**src/rtl/alu8_pkg.sv**
```systemverilog
package alu8_pkg;

    localparam int unsigned DW = 8;
    localparam int unsigned FLAG_W = 8;

    typedef enum logic [4:0] {
        OP_AND  = 5'd0,
        OP_OR   = 5'd1,
        OP_XOR  = 5'd2,
        OP_COM  = 5'd3,
        OP_ADD  = 5'd4,
        OP_ADC  = 5'd5,
        OP_SUB  = 5'd6,
        OP_SBC  = 5'd7,
        OP_NEG  = 5'd8,
        OP_INC  = 5'd9,
        OP_DEC  = 5'd10,
        OP_LSL  = 5'd11,
        OP_LSR  = 5'd12,
        OP_ROL  = 5'd13,
        OP_ROR  = 5'd14,
        OP_ASR  = 5'd15,
        OP_SWAP = 5'd16,
        OP_CMP  = 5'd17,
        OP_CPC  = 5'd18,
        OP_TST  = 5'd19,
        OP_FSET = 5'd20,
        OP_FCLR = 5'd21,
        OP_BST  = 5'd22,
        OP_BLD  = 5'd23
    } alu_op_e;

    typedef enum logic [2:0] {
        SH_LSL,
        SH_LSR,
        SH_ROL,
        SH_ROR,
        SH_ASR,
        SH_SWAP,
        SH_NONE
    } shift_e;

    typedef enum logic [1:0] {
        BM_SET,
        BM_CLR,
        BM_STORE,
        BM_LOAD
    } bitmode_e;

    // bit 7 down to bit 0
    typedef struct packed {
        logic i;
        logic t;
        logic h;
        logic s;
        logic v;
        logic n;
        logic z;
        logic c;
    } flags_t;

    localparam int unsigned FI_POS = 7;
    localparam int unsigned FT_POS = 6;

    function automatic logic uses_carry_in(alu_op_e op);
        return (op == OP_ADC) || (op == OP_SBC) || (op == OP_CPC);
    endfunction

    function automatic logic is_subtract(alu_op_e op);
        return (op == OP_SUB) || (op == OP_SBC) || (op == OP_CMP) ||
               (op == OP_CPC) || (op == OP_NEG) || (op == OP_DEC);
    endfunction

    function automatic shift_e shift_of(alu_op_e op);
        case (op)
            OP_LSL:  return SH_LSL;
            OP_LSR:  return SH_LSR;
            OP_ROL:  return SH_ROL;
            OP_ROR:  return SH_ROR;
            OP_ASR:  return SH_ASR;
            OP_SWAP: return SH_SWAP;
            default: return SH_NONE;
        endcase
    endfunction

    function automatic bitmode_e bitmode_of(alu_op_e op);
        case (op)
            OP_FSET: return BM_SET;
            OP_FCLR: return BM_CLR;
            OP_BST:  return BM_STORE;
            default: return BM_LOAD;
        endcase
    endfunction

endpackage

```
**src/rtl/alu8_addsub.sv**
```systemverilog
module alu8_addsub #(
    parameter int W = 8
) (
    input  logic [W-1:0] x_i,
    input  logic [W-1:0] y_i,
    input  logic         cin_i,
    input  logic         sub_i,
    output logic [W-1:0] r_o,
    output logic         c_o,
    output logic         h_o,
    output logic         v_o
);
    localparam int HW = W / 2;

    logic [W-1:0] y_eff;
    logic         ci;
    logic [W:0]   full;
    logic [HW:0]  low;

    always_comb begin
        // subtraction as x + ~y + ~borrow_in
        y_eff = sub_i ? ~y_i : y_i;
        ci    = sub_i ? ~cin_i : cin_i;
        full  = {1'b0, x_i} + {1'b0, y_eff} + {{W{1'b0}}, ci};
        low   = {1'b0, x_i[HW-1:0]} + {1'b0, y_eff[HW-1:0]} + {{HW{1'b0}}, ci};
        r_o   = full[W-1:0];
        c_o   = full[W] ^ sub_i;
        h_o   = low[HW] ^ sub_i;
        v_o   = (x_i[W-1] == y_eff[W-1]) && (full[W-1] != x_i[W-1]);
    end
endmodule

```
**src/rtl/alu8_shift.sv**
```systemverilog
module alu8_shift #(
    parameter int W = 8
) (
    input  logic [W-1:0]          a_i,
    input  logic                  cin_i,
    input  alu8_pkg::shift_e      mode_i,
    output logic [W-1:0]          r_o,
    output logic                  c_o
);
    import alu8_pkg::*;
    localparam int HW = W / 2;

    always_comb begin
        r_o = a_i;
        c_o = cin_i;
        case (mode_i)
            SH_LSL: begin
                r_o = {a_i[W-2:0], 1'b0};
                c_o = a_i[W-1];
            end
            SH_LSR: begin
                r_o = {1'b0, a_i[W-1:1]};
                c_o = a_i[0];
            end
            SH_ROL: begin
                r_o = {a_i[W-2:0], cin_i};
                c_o = a_i[W-1];
            end
            SH_ROR: begin
                r_o = {cin_i, a_i[W-1:1]};
                c_o = a_i[0];
            end
            SH_ASR: begin
                r_o = {a_i[W-1], a_i[W-1:1]};
                c_o = a_i[0];
            end
            SH_SWAP: begin
                r_o = {a_i[HW-1:0], a_i[W-1:HW]};
            end
            default: begin
                r_o = a_i;
            end
        endcase
    end
endmodule

```
**src/rtl/alu8_bitop.sv**
```systemverilog
module alu8_bitop #(
    parameter int W  = 8,
    parameter int IW = $clog2(W)
) (
    input  logic [W-1:0]                   a_i,
    input  logic [IW-1:0]                  idx_i,
    input  logic [alu8_pkg::FLAG_W-1:0]    flags_i,
    input  alu8_pkg::bitmode_e             mode_i,
    output logic [alu8_pkg::FLAG_W-1:0]    flags_o,
    output logic [W-1:0]                   r_o
);
    import alu8_pkg::*;

    logic [W-1:0]      dhit;
    logic [FLAG_W-1:0] fhit;
    logic              picked;
    logic              tbit;

    // one-hot select of the operand bit
    for (genvar k = 0; k < W; k++) begin : g_dsel
        assign dhit[k] = (idx_i == IW'(k));
    end

    // one-hot select of the status bit
    for (genvar k = 0; k < FLAG_W; k++) begin : g_fsel
        assign fhit[k] = ({{(32-IW){1'b0}}, idx_i} == 32'(k));
    end

    assign picked = |(a_i & dhit);
    assign tbit   = flags_i[FT_POS];

    always_comb begin
        flags_o = flags_i;
        r_o     = a_i;
        case (mode_i)
            BM_SET:   flags_o = flags_i | fhit;
            BM_CLR:   flags_o = flags_i & ~fhit;
            BM_STORE: flags_o[FT_POS] = picked;
            default:  r_o = (a_i & ~dhit) | (dhit & {W{tbit}});
        endcase
    end
endmodule

```
**src/rtl/alu8_core.sv**
```systemverilog
module alu8_core #(
    parameter int W = alu8_pkg::DW
) (
    input  logic [4:0]             op_i,
    input  logic [W-1:0]           a_i,
    input  logic [W-1:0]           b_i,
    input  logic [$clog2(W)-1:0]   bit_i,
    input  logic [7:0]             sreg_i,
    output logic [W-1:0]           res_o,
    output logic [7:0]             sreg_o,
    output logic                   wr_o
);
    import alu8_pkg::*;

    localparam int IW = $clog2(W);

    alu_op_e      op;
    flags_t       f_in;
    flags_t       f_out;

    logic [W-1:0] as_x;
    logic [W-1:0] as_y;
    logic         as_cin;
    logic         as_sub;
    logic [W-1:0] as_r;
    logic         as_c;
    logic         as_h;
    logic         as_v;

    logic [W-1:0] sh_r;
    logic         sh_c;

    logic [FLAG_W-1:0] bo_flags;
    logic [W-1:0]      bo_r;

    logic [W-1:0] lg_r;
    logic [W-1:0] res;
    logic         wr;

    assign op   = alu_op_e'(op_i);
    assign f_in = flags_t'(sreg_i);

    // operand steering for the adder/subtractor
    always_comb begin
        as_x   = a_i;
        as_y   = b_i;
        as_sub = is_subtract(op);
        as_cin = uses_carry_in(op) ? f_in.c : 1'b0;
        case (op)
            OP_NEG: begin
                as_x = '0;
                as_y = a_i;
            end
            OP_INC, OP_DEC: begin
                as_y = W'(1);
            end
            default: begin
                as_y = b_i;
            end
        endcase
    end

    alu8_addsub #(.W(W)) u_addsub (
        .x_i   (as_x),
        .y_i   (as_y),
        .cin_i (as_cin),
        .sub_i (as_sub),
        .r_o   (as_r),
        .c_o   (as_c),
        .h_o   (as_h),
        .v_o   (as_v)
    );

    alu8_shift #(.W(W)) u_shift (
        .a_i    (a_i),
        .cin_i  (f_in.c),
        .mode_i (shift_of(op)),
        .r_o    (sh_r),
        .c_o    (sh_c)
    );

    alu8_bitop #(.W(W), .IW(IW)) u_bitop (
        .a_i     (a_i),
        .idx_i   (bit_i),
        .flags_i (sreg_i),
        .mode_i  (bitmode_of(op)),
        .flags_o (bo_flags),
        .r_o     (bo_r)
    );

    always_comb begin
        case (op)
            OP_AND, OP_TST: lg_r = a_i & ((op == OP_TST) ? a_i : b_i);
            OP_OR:          lg_r = a_i | b_i;
            OP_XOR:         lg_r = a_i ^ b_i;
            default:        lg_r = ~a_i;
        endcase
    end

    always_comb begin
        f_out = f_in;
        res   = a_i;
        wr    = 1'b0;
        case (op)
            OP_AND, OP_OR, OP_XOR, OP_COM, OP_TST: begin
                res     = lg_r;
                wr      = (op != OP_TST);
                f_out.v = 1'b0;
                f_out.n = lg_r[W-1];
                f_out.z = ~|lg_r;
                if (op == OP_COM) f_out.c = 1'b1;
                f_out.s = f_out.n ^ f_out.v;
            end
            OP_ADD, OP_ADC, OP_SUB, OP_SBC, OP_NEG,
            OP_CMP, OP_CPC, OP_INC, OP_DEC: begin
                res     = as_r;
                wr      = (op != OP_CMP) && (op != OP_CPC);
                f_out.n = as_r[W-1];
                f_out.v = as_v;
                if ((op == OP_SBC) || (op == OP_CPC))
                    f_out.z = (~|as_r) & f_in.z;
                else
                    f_out.z = ~|as_r;
                if ((op != OP_INC) && (op != OP_DEC)) begin
                    f_out.c = as_c;
                    f_out.h = as_h;
                end
                f_out.s = f_out.n ^ f_out.v;
            end
            OP_LSL, OP_LSR, OP_ROL, OP_ROR, OP_ASR: begin
                res     = sh_r;
                wr      = 1'b1;
                f_out.c = sh_c;
                f_out.n = sh_r[W-1];
                f_out.z = ~|sh_r;
                f_out.v = sh_r[W-1] ^ sh_c;
                f_out.s = f_out.n ^ f_out.v;
            end
            OP_SWAP: begin
                res = sh_r;
                wr  = 1'b1;
            end
            OP_FSET, OP_FCLR, OP_BST: begin
                f_out = flags_t'(bo_flags);
            end
            OP_BLD: begin
                res = bo_r;
                wr  = 1'b1;
            end
            default: begin
                f_out = f_in;
            end
        endcase
    end

    assign res_o  = res;
    assign sreg_o = f_out;
    assign wr_o   = wr;

endmodule

```
**config.mk**
```make
export PLATFORM = sky130hd
export DESIGN_NAME = alu8_core
export DESIGN_NICKNAME = d
export VERILOG_FILES = /design/src/rtl/alu8_pkg.sv /design/src/rtl/alu8_addsub.sv /design/src/rtl/alu8_shift.sv /design/src/rtl/alu8_bitop.sv /design/src/rtl/alu8_core.sv
export SDC_FILE = /design/constraint.sdc
export NUM_CORES = 1
export LEC_CHECK = 0
export BUFFER_PORTS_ARGS = -buffer_cell sky130_fd_sc_hd__buf_2
export CORE_MARGIN = 3
export CORE_UTILIZATION = 60
export DETAILED_ROUTE_END_ITERATION = 12
export PLACE_DENSITY_LB_ADDON = 0.25
export SYNTH_ARGS = -nofsm -noshare
export SYNTH_HDL_FRONTEND = slang
export SYNTH_SLANG_ARGS = --single-unit
export TNS_END_PERCENT = 1
```
**constraint.sdc**
```tcl
create_clock -name vclk -period 4.06
set_input_delay 0.203 -clock vclk [all_inputs]
set_output_delay 0.203 -clock vclk [all_outputs]
set_load 0.05 [all_outputs]
```
==> results.md <==
* Status: finished clean
* Slew Limit Fails at 0
* Antenna Cells at 0
* Post-Syn Area at 0.002889 sq mm
* Final worst slack at 168.4 ps
* Synth area leader: ha_1
* Syn_area_per_cell at 6.657 sq um
* Data arrival time of the critical path at 3690 ps
* FF+latch count at 0
* Tcrit/Tclk final at 0.9585
* Die footprint at 0.005684 sq mm
* Register area at 0 sq um
* DRT antenna net count at 0
* Critical path class: in -> out
* VDD IR max at 112.6 uV
* Initial DRC Count at 656
* Seq/Total Area, Yosys at 0
* Ys Warns at 0
* Hold violation count in the final report at 0
* Critical path required time at 3860 ps
* Die Wd at 75.39 um
* Pwr Density at 182.1 mW/mm^2
* Yosys top cell area share at 0.06496
* First-pass GRT wire length at 17280 um
* GPL Wtd Cong at 1.009
* Design Area, Final at 0.003124 sq mm
* MaxCap Viol Count at 0
* Slew @ Worst Pin at 928.8 ps
* Antenna violations before repair at 0
* Hold/Removal Path Class: in -> out
* Fmax at 0.2570 GHz
* Most frequent cells in the layout: 48 x buf_2, 37 x nor2_1, 31 x nand2_1
* Synth area leaders: ha_1 6.5%, o21ai_0 5.2%, nor2_1 4.8%
* Vias in the first global route at 3350
* DR DRC count at 0
* Layout cell share with drive strength beyond 1 at 0.2022
* TritonRoute pass-1 iters at 5
* Grt ovf at 0
* Max_slew headroom at 0.3785
* Total chip power at 0.5690 mW
* Gate Count Post-Synth at 434
* Core Region at 0.004504 sq mm
* Routed len/inst at 21.81 um
* Setup TNS at 0 ps
* Crit path cell chain: buf_2 > or3_1 > nor2_4 > buf_4 > a22oi_1 > xnor2_1 > ha_1 > a211o_1 > o2111ai_1 > a21oi_1 > xnor2_1 > o22ai_1 > a2111o_1 > buf_2
* Area grow syn2layout at 8.142%
* Net Count, Synth at 483
* Number of distinct library cells after synthesis at 78
* Total wire length at 11170 um
* Min cycle time layout at 3892 ps
* DPL Wire Length at 8454 um
* Critical Path Sink Type: output port
* Initial Utilization at 0.6414
* Total GRT Usage at 0.3913
* Layout clock buffers at 0
* Slowest cell on the critical path: or3_1
* Hold buffers post-CTS at 0
* Commonest non-fill, non-tap cell in the layout: buf_2
* DP Area at 0.003115 sq mm
* Die Y at 75.39 um
* Routed vias at 3866
* Critical Path Max Stage Delay at 510 ps
* # IOs at 49
* Max FO, Critical Path at 15
* Number of port buffers at 49
* Final number of setup-violating endpoints at 0
* CP Launch Type: primary input
* Fin nets at 511
* Pre-CTS setup slack at 117.4 ps
* Via density per instance at 7.551
* Leakage at 1.273 nW
* Placement Rows at 24
* Largest net degree at the start of global routing at 31
-- cell usage after synthesis, types with 9 or more instances --
| library cell | n |
|---|---|
| a21oi_1 | 23 |
| a221o_1 | 9 |
| buf_2 | 16 |
| clkbuf_1 | 14 |
| ha_1 | 15 |
| inv_1 | 24 |
| nand2_1 | 31 |
| nand3_1 | 20 |
| nand4_1 | 9 |
| nor2_1 | 37 |
| o21ai_0 | 30 |
| xnor2_1 | 12 |
-- report_power, final --
part           switching (mW)  internal [mW]
clock                       0              0
combinational           0.376          0.193
sequential                  0              0
-- what timing repair did --
| action | CTS | global route |
|---|---|---|
| setup buffers | 0 | 0 |
| endpoints found under the setup margin | 0 | 4 |
| hold endpoints to repair | 0 | 0 |
| resized for setup | 0 | 3 |
-- worst paths after layout --
kind | start | to | slack [ps] | depth (start not counted)
setup / recovery | op_i[1] | res_o[7] | 170 | 14
hold / removal | sreg_i[7] | sreg_o[7] | 850 | 4
-- through the flow --
stage               utilization  hold WS [ps]  instances
finish                   0.6936         851.6        512
global route             0.6936         870.4        512
CTS                      0.6917         842.4        512
detailed placement       0.6917         841.9        512
global placement         0.6917         814.6        512
floorplan                     -         717.4        434
-- cell type report --
cell class	count	area, sq um
fillers	438	1380
repair buffers	68	390.4
well taps	52	65.06
multi-input cells	368	2579
inverters	24	90.09
-- worst max-delay path, delay by kind of cell --
| kind | cells | cell delay [ps] |
|---|---|---|
| buf+inv | 3 | 650 |
| compound gates | 6 | 1280 |
| fa+ha+maj | 1 | 300 |
| simple gates | 2 | 650 |
| xor+xnor | 2 | 610 |
-- routing by layer --
| metal | GRT usage | wire, um | vias to the layer above |
|---|---|---|---|
| li1 | - | - | 1709 |
| met1 | 0.5578 | 4358 | 1773 |
| met2 | 0.6012 | 4896 | 327 |
| met4 | 0.1223 | 372 | 0 |
| met5 | 0 | 0 | - |
| met3 | 0.06201 | 1540 | 57 |
-- logic make-up (layout without fill, tap and decap cells) --
family,count (synthesis),in the layout,synth area share
xor+xnor,16,16,0.05111
compound gates,164,164,0.4205
mux,3,3,0.01083
fa+ha+maj,18,18,0.08229
buf+inv,66,92,0.1161
simple gates,167,167,0.3192
(Power assumes the default switching activity.)
